### config.mk
export PLATFORM = sky130hd
export DESIGN_NAME = od_gpio_pair
export DESIGN_NICKNAME = d
export VERILOG_FILES = /design/src/rtl/od_gpio_pkg.sv /design/src/rtl/od_sync.sv /design/src/rtl/od_line_reg.sv /design/src/rtl/od_gpio_pair.sv
export SDC_FILE = /design/constraint.sdc
export NUM_CORES = 1
export LEC_CHECK = 0
export ABC_AREA = 1
export BUFFER_PORTS_ARGS = -buffer_cell sky130_fd_sc_hd__buf_2
export CORE_UTILIZATION = 31
export DETAILED_ROUTE_END_ITERATION = 8
export GPL_TIMING_DRIVEN = 0
export PLACE_DENSITY_LB_ADDON = 0.2
export SLEW_MARGIN = 20
export SYNTH_ARGS = -nofsm -noshare
export SYNTH_HDL_FRONTEND = slang
export SYNTH_HIERARCHICAL = 1
export SYNTH_SLANG_ARGS = --single-unit
### constraint.sdc
create_clock -name clk -period 0.8 [get_ports clk]
set_input_delay 0.04 -clock clk [delete_from_list [all_inputs] [get_ports clk]]
set_output_delay 0.04 -clock clk [all_outputs]
set_load 0.01 [all_outputs]
### src/rtl/od_gpio_pkg.sv
// Package: shared lane layout and per-line state for the open-drain pair.
// Assumes each line owns one 8-bit lane of the control word.
package od_gpio_pkg;
    localparam int LANE_W  = 8;
    // Bit positions inside one lane (software decodes these)
    localparam int DIR_WE  = 0;
    localparam int DIR_BIT = 1;
    localparam int VAL_WE  = 2;
    localparam int VAL_BIT = 3;
    localparam int PIN_BIT = 4;
    localparam int PU_WE   = 5;
    localparam int PU_BIT  = 6;

    typedef struct packed {
        logic pu_off;
        logic val;
        logic dir;
    } line_state_t;
endpackage

### src/rtl/od_sync.sv
// Module: multi-stage flop synchroniser for asynchronous pin levels.
// Assumes STAGES >= 1; the reset value applies to every stage.
module od_sync #(
    parameter int   W       = 2,
    parameter int   STAGES  = 2,
    parameter logic RST_VAL = 1'b1
) (
    input  logic         clk,
    input  logic         rst_n,
    input  logic [W-1:0] async_in,
    output logic [W-1:0] sync_out
);
    logic [W-1:0] stage_q [STAGES];

    genvar s;
    generate
        for (s = 0; s < STAGES; s++) begin : g_stage
            // Shift the pin level one stage further along the chain
            always_ff @(posedge clk) begin
                if (!rst_n)
                    stage_q[s] <= {W{RST_VAL}};
                else if (s == 0)
                    stage_q[s] <= async_in;
                else
                    stage_q[s] <= stage_q[(s == 0) ? 0 : s-1];
            end
        end
    endgenerate

    assign sync_out = stage_q[STAGES-1];
endmodule

### src/rtl/od_line_reg.sv
// Module: stored fields of one line, each guarded by its own write enable.
// Assumes the lane byte follows the layout in od_gpio_pkg.
module od_line_reg
    import od_gpio_pkg::*;
(
    input  logic              clk,
    input  logic              rst_n,
    input  logic              wr_en,
    input  logic [LANE_W-1:0] lane_wr,
    output line_state_t       state
);
    line_state_t state_q;

    // Masked update: a field moves only when its own enable bit is set
    always_ff @(posedge clk) begin
        if (!rst_n) begin
            state_q <= '0;
        end else if (wr_en) begin
            if (lane_wr[DIR_WE]) state_q.dir    <= lane_wr[DIR_BIT];
            if (lane_wr[VAL_WE]) state_q.val    <= lane_wr[VAL_BIT];
            if (lane_wr[PU_WE])  state_q.pu_off <= lane_wr[PU_BIT];
        end
    end

    assign state = state_q;
endmodule

### src/rtl/od_gpio_pair.sv
// Module: control word and open-drain pad outputs for a clock/data line pair.
// Assumes REG_W >= NUM_LINES*LANE_W; the unused upper bits read as zero.
module od_gpio_pair
    import od_gpio_pkg::*;
#(
    parameter int NUM_LINES   = 2,
    parameter int REG_W       = 32,
    parameter int SYNC_STAGES = 2
) (
    input  logic                 clk,
    input  logic                 rst_n,
    input  logic                 wr_en,
    input  logic [REG_W-1:0]     wr_data,
    output logic [REG_W-1:0]     rd_data,
    input  logic [NUM_LINES-1:0] pin_in,
    output logic [NUM_LINES-1:0] pad_oe,
    output logic [NUM_LINES-1:0] pad_out,
    output logic [NUM_LINES-1:0] pad_pu_off
);
    localparam int USED_W = NUM_LINES * LANE_W;

    logic [NUM_LINES-1:0] pin_sync;

    od_sync #(.W(NUM_LINES), .STAGES(SYNC_STAGES), .RST_VAL(1'b1)) i_sync (
        .clk      (clk),
        .rst_n    (rst_n),
        .async_in (pin_in),
        .sync_out (pin_sync)
    );

    genvar k;
    generate
        for (k = 0; k < NUM_LINES; k++) begin : g_line
            line_state_t st;

            od_line_reg i_line (
                .clk     (clk),
                .rst_n   (rst_n),
                .wr_en   (wr_en),
                .lane_wr (wr_data[k*LANE_W +: LANE_W]),
                .state   (st)
            );

            // Open drain: enable only when driving, level is the stored value
            assign pad_oe[k]     = st.dir;
            assign pad_out[k]    = st.val;
            assign pad_pu_off[k] = st.pu_off;

            // Readback lane: stored fields and pin, enable bits forced to 0
            always_comb begin
                rd_data[k*LANE_W +: LANE_W]          = '0;
                rd_data[k*LANE_W + DIR_BIT]          = st.dir;
                rd_data[k*LANE_W + VAL_BIT]          = st.val;
                rd_data[k*LANE_W + PIN_BIT]          = pin_sync[k];
                rd_data[k*LANE_W + PU_BIT]           = st.pu_off;
            end
        end

        if (REG_W > USED_W) begin : g_pad_zero
            assign rd_data[REG_W-1:USED_W] = '0;
        end
    endgenerate
endmodule

**Word level (Yosys, flattened, before mapping)**

Memories as Yosys holds them, arrays and structs flattened.
Index checks and enable logic that the tools add are counted.

- Reduce and logical (&&, ||, !) cells: 6
- Multiplexer cells: 4
- Bitwise gates (word level): 2

Operator list:

| operator | count |
|---|---|
| $reduce_and A2 Y1 | 6 |
| $mux W2 | 2 |
| $mux W1 | 2 |
| $or A1 B1 Y1 | 2 |

- Memories: 1
- Flip-flop bits (word level): 6
- Memory bits (writable): 4
- Word-level logic and storage cells: 19
- Output and inout bits: 38

Memory list:

| memory | depth | width | read ports | clocked after memory_dff | wr ports | line | source |
|---|---|---|---|---|---|---|---|
| i_sync.stage_q | 2 | 2 | 2 | 0 | 2 | od_sync.sv:13 | `logic [W-1:0] stage_q [STAGES];` |

**Longest topological paths before layout**

Gate-level depths: netlist of run 1.

- Depth in word-level cells: 2
- Depth in mapped cells: 4
- Depth with buffers taken out: 4

**Cells and area by module**

The synthesis of run 1 kept the hierarchy.

Modules (own cells, without submodules):

| module | cells an instance | area each (µm²) | times used |
|---|---|---|---|
| od_line_reg | 21 | 127.6 | 2 |
| od_gpio_pair | 31 | 229.0 | 1 |
| od_sync | 12 | 110.1 | 1 |

**Worst setup path after synthesis of run 1**

Ideal clock, no wire load.

- Path kind: register -> register
- Start point: register g_line[0].i_line/state[0] (netlist name)
- End point: register g_line[0].i_line.state_q (netlist bit g_line[0].i_line/state[0])
- Stages on the path, launching flop included: 5
- Clock period less this slack: 634 ps
- Arrival time: 570 ps
- Data required time: 736 ps
- Buffers on the path: 0
- Setup slack: 166 ps
- Path through: dfxtp_1 inv_1 nand2_1 nand2_1 nor2_1

RTL lines:

| element | line | source |
|---|---|---|
| end: declaration | od_line_reg.sv:12 | `line_state_t state_q;` |

**Worst setup path in the final report of run 1**

- Start point: register g_line[0].i_line.state_q (netlist bit g_line[0].i_line/state[0])
- End point: output pad_oe[0]

RTL lines:

| element | line | source |
|---|---|---|
| end: declaration | od_gpio_pair.sv:16 | `output logic [NUM_LINES-1:0] pad_oe,` |

No word-level cell between the ends.

==> run summary, run 1 <==
share of cells above drive strength 1: 46.38%
Die Area: 0.002096 mm2
CP Launch Type: register
Routed met1 length: 415 um
final wirelength: 1.078 mm
Total GRT Usage: 10.39%
HP Class: input port to register
Crit Path Category: register to primary output
uppermost layer routed: met4
root buffer cell: clkbuf_4
clock skew: 0.0001048 ns
Die X: 45.79 um
slowest stage delay, CP: 0.36 ns
Cells after DPL: 163
Power Internal: 1.009 mW
Cells after Synth: 85
min cycle time layout: 0.7652 ns
Yosys reg bits: 10
Avg Inst Size Synth: 6.992 um2
Worst setup EP type: primary output
Comb power frac: 26.6%
Lkg Pwr: 0.5928 nW
Core Rows: 15
Post-DRT Antenna Nets: 0
Sw Share: 25.19%
initial drt markers: 3
Worst Path Buf+Inv: 1
mapped cell area: 594.3 um2
Post-Layout Cell Count: 163
final period utilization: 95.65%
top-area cell type share of the netlist area: 37.89%
Top-Level Pins: 75
detailed-route DRC error count: 0
TritonCTS buffer count: 3
clock network fraction of total power: 32.3%
initial antenna violation count: 0
Fillers: 186
worst-case clock buffer depth: 2
Yosys warnings: 6
Antenna Cells: 0
vias per cell: 3.319
P&R area growth vs syn: 59.79%
WL met3: 153 um
die height: 45.79 um
gr ovfl total: 0
fmax: 1307 MHz
run status: finished, final reports clean
Netlist cell types: 6
wire length on met2: 500 um
clk sinks: 10
Port Buf Inserts: 30
top-count cell post-synth: buf_4
register area share after synthesis: 33.68%
final instance area: 949.7 um2
Psw: 0.3397 mW
Power, Total: 1.349 mW
top cells by area, synth: buf_4 (38%), dfxtp_1 (34%), nand2_1 (14%), nor2_1 (7.6%), inv_1 (6.3%)
Critical-path top delay cell: dfxtp_2
Routed WL per cell: 6.613 um
Power per Cell Area: 1420 mW/mm2
area of the core: 0.001764 mm2
Most used DFF post-synth: dfxtp_1
final-report hold violation count: 0
clock insertion delay at the later pin of the skew report: 0.25 ns
Critical Path, Cell by Cell: buf_6
fin worst setup slack: 0.03480 ns
global-route wire length before repair: 1.476 mm
Worst path top cell family by delay: flip-flops
Commonest cells post-synth: buf_4 (30), nand2_1 (22), nor2_1 (12)
placer congestion estimate: 0.6266
Final Core Density: 53.83%
vias in the first global route: 402
smallest hold slack: 0.006133 ns
largest net degree at the start of global routing: 11
first-pass iteration count of the detailed router: 2
Synth area leader: buf_4
total negative setup slack: 0 ns
nets@finish: 176
sequential fraction of design power: 41.2%
Initial Utilization: 33.69%
CP max FO: 3
Setup Buffers After CTS: 0
RSZ-0062 raised after global routing: no
async set-reset flop share out of synthesis: 0%
max-slew violations: 0
CTS tree: built
max-cap viol count: 0
Post-synth EDFFs: 0
H-tree Lvls: 1
dpl cell area: 862.1 um2
vias: 541
Crit path required time: 0.76 ns
Max rail drop VDD: 0.6897 mV
Arrival @ worst endpoint: 0.73 ns
R2R Setup Slk: 0.16 ns
pre-CTS setup slack: 0.1710 ns
setup violators final: 0
Worst-path clk slew: 0.07 ns
[final cells by class]
type,count,area [um2],area share (%)
Timing Repair Buffer,32,239.0,25.16
Multi-Input combinational cell,58,217.7,22.92
Sequential cell,10,207.7,21.87
Buffer,24,180.2,18.97
Inverter,10,37.54,3.953
Clock buffer,4,36.28,3.821
Tap cell,25,31.28,3.294
[timing repair]
action,in CTS,in global routing
hold buffers,2,0
setup endpoints to repair,8,5
hold endpoints to repair,2,0
resized for setup,12,5
[logic make-up (layout without fill, tap and decap cells)]
kind of cell | after synthesis | count (layout) | synth area share (%)
AND/OR/NAND/NOR | 34 | 34 | 21.47
other | 1 | 24 | 0.6310
buffers and inverters | 40 | 70 | 44.21
flip-flops | 10 | 10 | 33.68
[placed cells by master, fill, tap and decap left out]
cell / count
buf_2: 19
buf_4: 24
buf_6: 11
clkbuf_4: 3
clkbuf_8: 1
conb_1: 24
dfxtp_1: 4
dfxtp_2: 6
dlygate4sd3_1: 2
inv_1: 10
nand2_1: 22
nor2_1: 12
[routing by layer]
| layer | vias up | track usage [%] |
|---|---|---|
| li1 | 297 | - |
| met1 | 207 | 9.398 |
| met2 | 35 | 18.86 |
| met3 | 2 | 2.778 |
| met4 | 0 | 8.824 |
| met5 | - | 0 |
[state kept, by name, indices dropped and copies added, names as in the netlist]
| signal | count |
|---|---|
| g_line.i_line/state | 6 |
| i_sync/stage_q | 4 |
[power by group through the flow]
stage	logic, mW	registers, mW	clock network (mW)
2_1_floorplan	0.225	0.566	0
3_3_place_gp	0.330	0.554	0
3_5_place_dp	0.333	0.554	0
4_1_cts	0.338	0.551	0.463
5_1_grt	0.399	0.558	0.482
6_report	0.358	0.555	0.435
[path summary, 6_finish.rpt]
path                        startpoint                         to  depth (start not counted)
max reg2reg  g_line[0].i_line/state[0]  g_line[0].i_line/state[0]                          4
max          g_line[0].i_line/state[0]                  pad_oe[0]                          1
min reg2reg       i_sync/stage_q[0][0]       i_sync/stage_q[1][0]                          2
min                         wr_data[3]  g_line[0].i_line/state[1]                          3
(Power assumes the default switching activity.)
==> run 2, diff against run 1 <==
SYNTH_HIERARCHICAL = default   (was 1)
==> run 2 against run 1 <==
Against the previous run: routed wire length grew 1.1%; die area rose by 2.4%; sequential share of layout area decreased by 1.0 points; fmax fell by 0.61%; clock power increased by 4%; critical endpoint is now pad_out[0].
==> run summary, run 2 <==
Power Internal: 1.027 mW (+1.8%)
Crit path required time: 0.76 ns (about the same)
Psw: 0.3612 mW (+6.3%)
register area share after synthesis: 32.85% (-0.83 points)
Min-Delay Endpoint: g_line[0].i_line.state[0]
most frequent cells in the layout: buf_4 (25), conb_1 (24), nand2_1 (22)
placer congestion estimate: 0.5894 (-5.9%)
max-slew violations: 0 (unchanged)
Port Buf Inserts: 29 (-3.3%)
final wirelength: 1.090 mm (+1.1%)
R2R Path End: g_line[1].i_line.state[2]
final-report hold violation count: 0 (unchanged)
max-cap viol count: 0 (unchanged)
Lkg Pwr: 0.6140 nW (+3.6%)
Reg2Reg Depth: 5 (+1)
slowest stage delay, CP: 0.36 ns (about the same)
Commonest cells post-synth: buf_4 (30), nand2_1 (22), nor2_1 (12)
fmax: 1299 MHz (-0.61%)
gr ovfl total: 0 (unchanged)
Netlist cell types: 7 (+1)
P&R area growth vs syn: 63.66%
clock skew: 0.0001653 ns (+0.00006051 ns)
Power per Cell Area: 1392 mW/mm2 (-1.9%)
Worst Path Buf+Inv: 1 (unchanged)
Yosys reg bits: 10 (unchanged)
Core Rows: 15 (unchanged)
share of cells above drive strength 1: 45.77% (-0.60 points)
nets@finish: 180 (+2.3%)
async set-reset flop share out of synthesis: 0% (unchanged)
CP Launch Type: register
H-tree Lvls: 1 (unchanged)
Worst path top cell family by delay: flip-flops
global-route wire length before repair: 1.442 mm (-2.3%)
max reg flops: 6 (unchanged)
reg2reg start: g_line[1].i_line.state[2]
Final Core Density: 55.93% (+2.1 points)
top cells by area, synth: buf_4 (37%), dfxtp_1 (33%), nand2_1 (14%), nor2_1 (7.4%), inv_1 (6.2%)
Sw Share: 26.02% (+0.83 points)
Post-synth EDFFs: 0 (unchanged)
Arrival @ worst endpoint: 0.73 ns (about the same)
clock network fraction of total power: 32.7% (+0.4 points)
Comb power frac: 27.3% (+0.7 points)
mapped cell area: 609.3 um2 (+2.5%)
HP Class: input port to register
min cycle time layout: 0.7699 ns (+0.004674 ns)
Top-Level Pins: 75 (unchanged)
Max rail drop VDD: 0.5910 mV (-14%)
worst-case clock buffer depth: 2 (unchanged)
Worst setup EP type: primary output
Fillers: 174 (-6.5%)
Power, Total: 1.389 mW (+3.0%)
initial drt markers: 6 (+3)
Post-DRT Antenna Nets: 0 (unchanged)
Yosys warnings: 0 (-6)
clock insertion delay at the later pin of the skew report: 0.26 ns (about the same)
Die Area: 0.002147 mm2 (+2.4%)
vias: 543 (+0.37%)
Total GRT Usage: 9.872% (-0.52 points)
Routed WL per cell: 6.527 um (-1.3%)
top-count cell post-synth: buf_4
vias in the first global route: 373 (-7.2%)
final period utilization: 96.23% (+0.58 points)
largest net degree at the start of global routing: 11 (unchanged)
Cells after Synth: 86 (+1.2%)
R2R Setup Slk: 0.07 ns (-0.09 ns)
sequential fraction of design power: 40.0% (-1.2 points)
detailed-route DRC error count: 0 (unchanged)
run status: finished, final reports clean
hold path start: wr_data[1]
hpwl dp: 820.4 um
top-area cell type share of the netlist area: 36.96% (-0.93 points)
Initial Utilization: 34.18% (+0.49 points)
die height: 46.34 um (+1.2%)
area of the core: 0.001783 mm2 (+1.1%)
hold path depth: 3 (unchanged)
most common cell after layout, fill and taps aside: buf_4
Avg Inst Size Synth: 7.085 um2 (+1.3%)
Synth area leader: buf_4
clk sinks: 10 (unchanged)
root buffer cell: clkbuf_4
Antenna Cells: 0 (unchanged)
Die X: 46.34 um (+1.2%)
CP max FO: 3 (unchanged)
Critical-path top delay cell: dfxtp_2
vias per cell: 3.251 (-2.0%)
first-pass iteration count of the detailed router: 2 (unchanged)
Worst-path clk slew: 0.07 ns (about the same)
Crit Path Category: register to primary output
CTS tree: built
setup violators final: 0 (unchanged)
Most used DFF post-synth: dfxtp_1
TritonCTS buffer count: 3 (unchanged)
Critical Path, Cell by Cell: buf_6
initial antenna violation count: 0 (unchanged)
run 2: metrics by stage:
stage | TNS (ns) | instances | hold WS, ns | instance area [um2] | setup WS [ns]
floorplan | 0 | 109 | 0.1248 | 695.7 | 0.1664
global placement | 0 | 163 | 0.2171 | 872.1 | 0.2013
detailed placement | 0 | 163 | 0.2147 | 872.1 | 0.1882
CTS | 0 | 166 | 0.0006944 | 958.4 | 0.01041
global route | -0.009501 | 167 | 0.01371 | 997.2 | -0.004819
finish | 0 | 167 | 0.003342 | 997.2 | 0.03013
run 2: power groups by stage:
| stage | logic, mW | clock network (mW) | registers (mW) |
|---|---|---|---|
| 4_1_cts | 0.353 | 0.471 | 0.551 |
| 2_1_floorplan | 0.237 | 0 | 0.566 |
| 3_5_place_dp | 0.338 | 0 | 0.554 |
| 6_report | 0.379 | 0.454 | 0.555 |
| 3_3_place_gp | 0.334 | 0 | 0.553 |
| 5_1_grt | 0.423 | 0.496 | 0.559 |
run 2: cell families after synthesis:
family / after synthesis / synth area share (%)
simple gates: 34 / 20.94
buf+inv: 41 / 45.59
other cells: 1 / 0.6154
flops: 10 / 32.85
run 2: layout make-up:
class | instances | area [um2] | share of cell area [%]
clock buffer | 4 | 36.28 | 3.639
timing repair buffer | 35 | 271.5 | 27.23
sequential | 10 | 207.7 | 20.83
tap | 25 | 31.28 | 3.137
buffer | 25 | 195.2 | 19.57
multi-input combinational | 58 | 217.7 | 21.83
inverter | 10 | 37.54 | 3.764
run 2: how the worst max path moves through the flow:
stage | startpoint | cells after the start | to | slack, ns
CTS | g_line[1].i_line.state[0] | 1 | pad_oe[1] | 0.01
global route | g_line[0].i_line.state[2] | 1 | pad_pu_off[0] | -0.005
finish | g_line[0].i_line.state[1] | 1 | pad_out[0] | 0.03
detailed placement | g_line[1].i_line.state[2] | 4 | g_line[1].i_line.state[2] | 0.19
global placement | g_line[0].i_line.state[2] | 4 | g_line[0].i_line.state[2] | 0.20
floorplan | g_line[0].i_line.state[0] | 4 | g_line[0].i_line.state[0] | 0.17
run 2: per-layer routing:
metal  part of all wire, %  GRT usage [%]
met1                    39          10.33
met2                    50          16.11
met3                   9.8          2.353
met4                   1.0          8.824
met5                     0              0
run 2: repair_timing:
item,CTS,global route
resized for setup,12,5
endpoints found under the setup margin,8,5
endpoints found under the hold margin,6,0
hold buffers,5,0
buffers inserted,0,1
run 2: worst reg2reg max path: cells and delay by family (launching register included):
family	cells	cell delay (ns)
buffers and inverters	2	0.16
DFF	1	0.34
and+or+nand+nor	3	0.13
==> run 3, diff against run 2 <==
PLACE_DENSITY_LB_ADDON = 0.3   (was 0.2)
==> run 3 against run 2 <==
Against the previous run: combinational power decreased by 4%; sequential power about the same; clock power decreased by 31%; die area unchanged; first-iteration DRC count decreased by 33%; sequential cell count unchanged; clock-buffer cell count decreased by 1; core utilization decreased by 2.5 points; power decreased by 11%; largest cell class unchanged.
==> run summary, run 3 (synthesized netlist as in run 2, its figures left out) <==
Critical-path top delay cell: dfxtp_2
Routed met1 length: 403 um (-4.5%)
Critical Path, Cell by Cell: buf_2
die height: 46.34 um (unchanged)
root buffer cell: clkbuf_4
hpwl dp: 819.4 um (-0.12%)
smallest hold slack: 0.008943 ns (+0.005601 ns)
Port Buf Inserts: 29 (unchanged)
clock insertion delay at the later pin of the skew report: 0.25 ns (about the same)
footprint of the multi-input gates: 217.7 um2 (unchanged)
H-tree Lvls: 1 (unchanged)
Fillers: 169 (-2.9%)
setup violators final: 0 (unchanged)
reg2reg start: g_line[1].i_line.state[1]
final period utilization: 95.53% (-0.71 points)
Post-DRT Antenna Nets: 0 (unchanged)
Setup crit end: pad_pu_off[0]
fin worst setup slack: 0.03579 ns (+0.005663 ns)
clk sinks: 10 (unchanged)
area of the core: 0.001783 mm2 (unchanged)
flip-flop and latch area: 207.7 um2 (unchanged)
Initial Utilization: 34.18% (unchanged)
Total GRT Usage: 9.171% (-0.70 points)
R2R Setup Slk: 0.17 ns (+0.10 ns)
CP max FO: 3 (unchanged)
Reg2Reg Depth: 4 (-1)
largest net degree at the start of global routing: 11 (unchanged)
max reg flops: 6 (unchanged)
final instance area: 953.4 um2 (-4.4%)
Worst setup EP type: primary output
global-route wire length before repair: 1.317 mm (-8.7%)
CTS tree: built
Worst-path clk slew: 0.06 ns (about the same)
P&R area growth vs syn: 56.47%
Max rail drop VDD: 0.8392 mV (+42%)
max-cap viol count: 0 (unchanged)
uppermost layer routed: met3
pre-CTS setup slack: 0.1899 ns (+0.001636 ns)
worst-case clock buffer depth: 2 (unchanged)
most frequent cells in the layout: buf_4 (24), conb_1 (24), nand2_1 (22)
Die Area: 0.002147 mm2 (unchanged)
initial antenna violation count: 0 (unchanged)
HP Class: input port to register
final wirelength: 1.029 mm (-5.6%)
min cycle time layout: 0.7642 ns (-0.005663 ns)
slowest stage delay, CP: 0.34 ns (-0.02 ns)
Worst Setup SP: g_line[0].i_line.state[2]
detailed-route DRC error count: 0 (unchanged)
Setup Buffers After CTS: 0 (unchanged)
max-slew violations: 0 (unchanged)
Die X: 46.34 um (unchanged)
vias per cell: 3.226 (-0.80%)
wire length on met2: 497 um (-9.3%)
Crit path required time: 0.76 ns (about the same)
Arrival @ worst endpoint: 0.72 ns (about the same)
TritonCTS buffer count: 3 (unchanged)
vias in the first global route: 385 (+3.2%)
share of cells above drive strength 1: 45.32% (-0.45 points)
dpl cell area: 872.1 um2 (unchanged)
first-pass iteration count of the detailed router: 4 (+2)
clock skew: 0.0001425 ns (-0.00002282 ns)
final-report hold violation count: 0 (unchanged)
Worst Path Buf+Inv: 1 (unchanged)
Power per Cell Area: 1294 mW/mm2 (-7.1%)
Routed WL per cell: 6.274 um (-3.9%)
WL met3: 128 um (+20%)
Worst path top cell family by delay: flip-flops
Antenna Cells: 0 (unchanged)
Crit Path Category: register to primary output
Lkg Pwr: 0.5953 nW (-3.1%)
RSZ-0062 raised after global routing: no
nets@finish: 178 (-1.1%)
Core Rows: 15 (unchanged)
fmax: 1309 MHz (+0.74%)
run status: finished, final reports clean
CP Depth: 1 (unchanged)
R2R Path End: g_line[1].i_line.state[1]
Top-Level Pins: 75 (unchanged)
gr ovfl total: 0 (unchanged)
placer congestion estimate: 0.5913 (+0.32%)
CP Launch Type: register
vias: 529 (-2.6%)
total negative setup slack: 0 ns (unchanged)
initial drt markers: 4 (-2)
[run 3: cell types whose count changed in the layout (fill, tap and decap cells not counted)]
| cell | change |
|---|---|
| buf_2 | +2 |
| clkbuf_8 | -1 |
| buf_6 | -2 |
| dlygate4sd3_1 | -1 |
| buf_4 | -1 |
[run 3: routing by layer]
| metal | track usage [%] | vias to the layer above |
|---|---|---|
| met3 | 7.059 | 0 |
| li1 | - | 301 |
| met5 | 0 | - |
| met1 | 7.801 | 192 |
| met2 | 16.67 | 36 |
| met4 | 1.765 | 0 |
[run 3: worst min-delay path by stage]
stage               start                         to  slack [ns]  cells after the start
2_1_floorplan   pin_in[0]       i_sync.stage_q[0][0]        0.12                      2
3_3_place_gp    pin_in[1]       i_sync.stage_q[0][1]        0.21                      3
3_5_place_dp    pin_in[1]       i_sync.stage_q[0][1]        0.21                      3
4_1_cts        wr_data[1]  g_line[0].i_line.state[0]      0.0004                      3
5_1_grt        wr_data[9]  g_line[1].i_line.state[0]       0.009                      3
6_report       wr_data[1]  g_line[0].i_line.state[0]       0.009                      3
[run 3: where the power goes]
| group | internal (mW) | switching, mW | total (mW) |
|---|---|---|---|
| Clock | 0.172 | 0.143 | 0.315 |
| Combinational | 0.205 | 0.160 | 0.365 |
| Sequential | 0.533 | 0.0210 | 0.554 |
[run 3: final cells by class]
type	instances	share of cell area, %
multi-input combinational	58	22.83
clock buffer	3	2.362
tap	25	3.281
buffer	25	20.47
sequential	10	21.78
timing repair buffer	33	25.33
inverter	10	3.937
[run 3: stage by stage]
stage / std cells / total power [mW] / utilization, %
6_report: 164 / 1.234 / 53.47
5_1_grt: 164 / 1.319 / 53.47
4_1_cts: 164 / 1.241 / 52.42
3_5_place_dp: 163 / 0.8908 / 48.91
3_3_place_gp: 163 / 0.8876 / 48.91
2_1_floorplan: 109 / 0.8028 / -
[run 3: repair_timing]
action	4_1_cts	5_1_grt
setup endpoints to repair	6	3
endpoints found under the hold margin	5	0
gates resized for setup	12	3
hold buffers	4	0
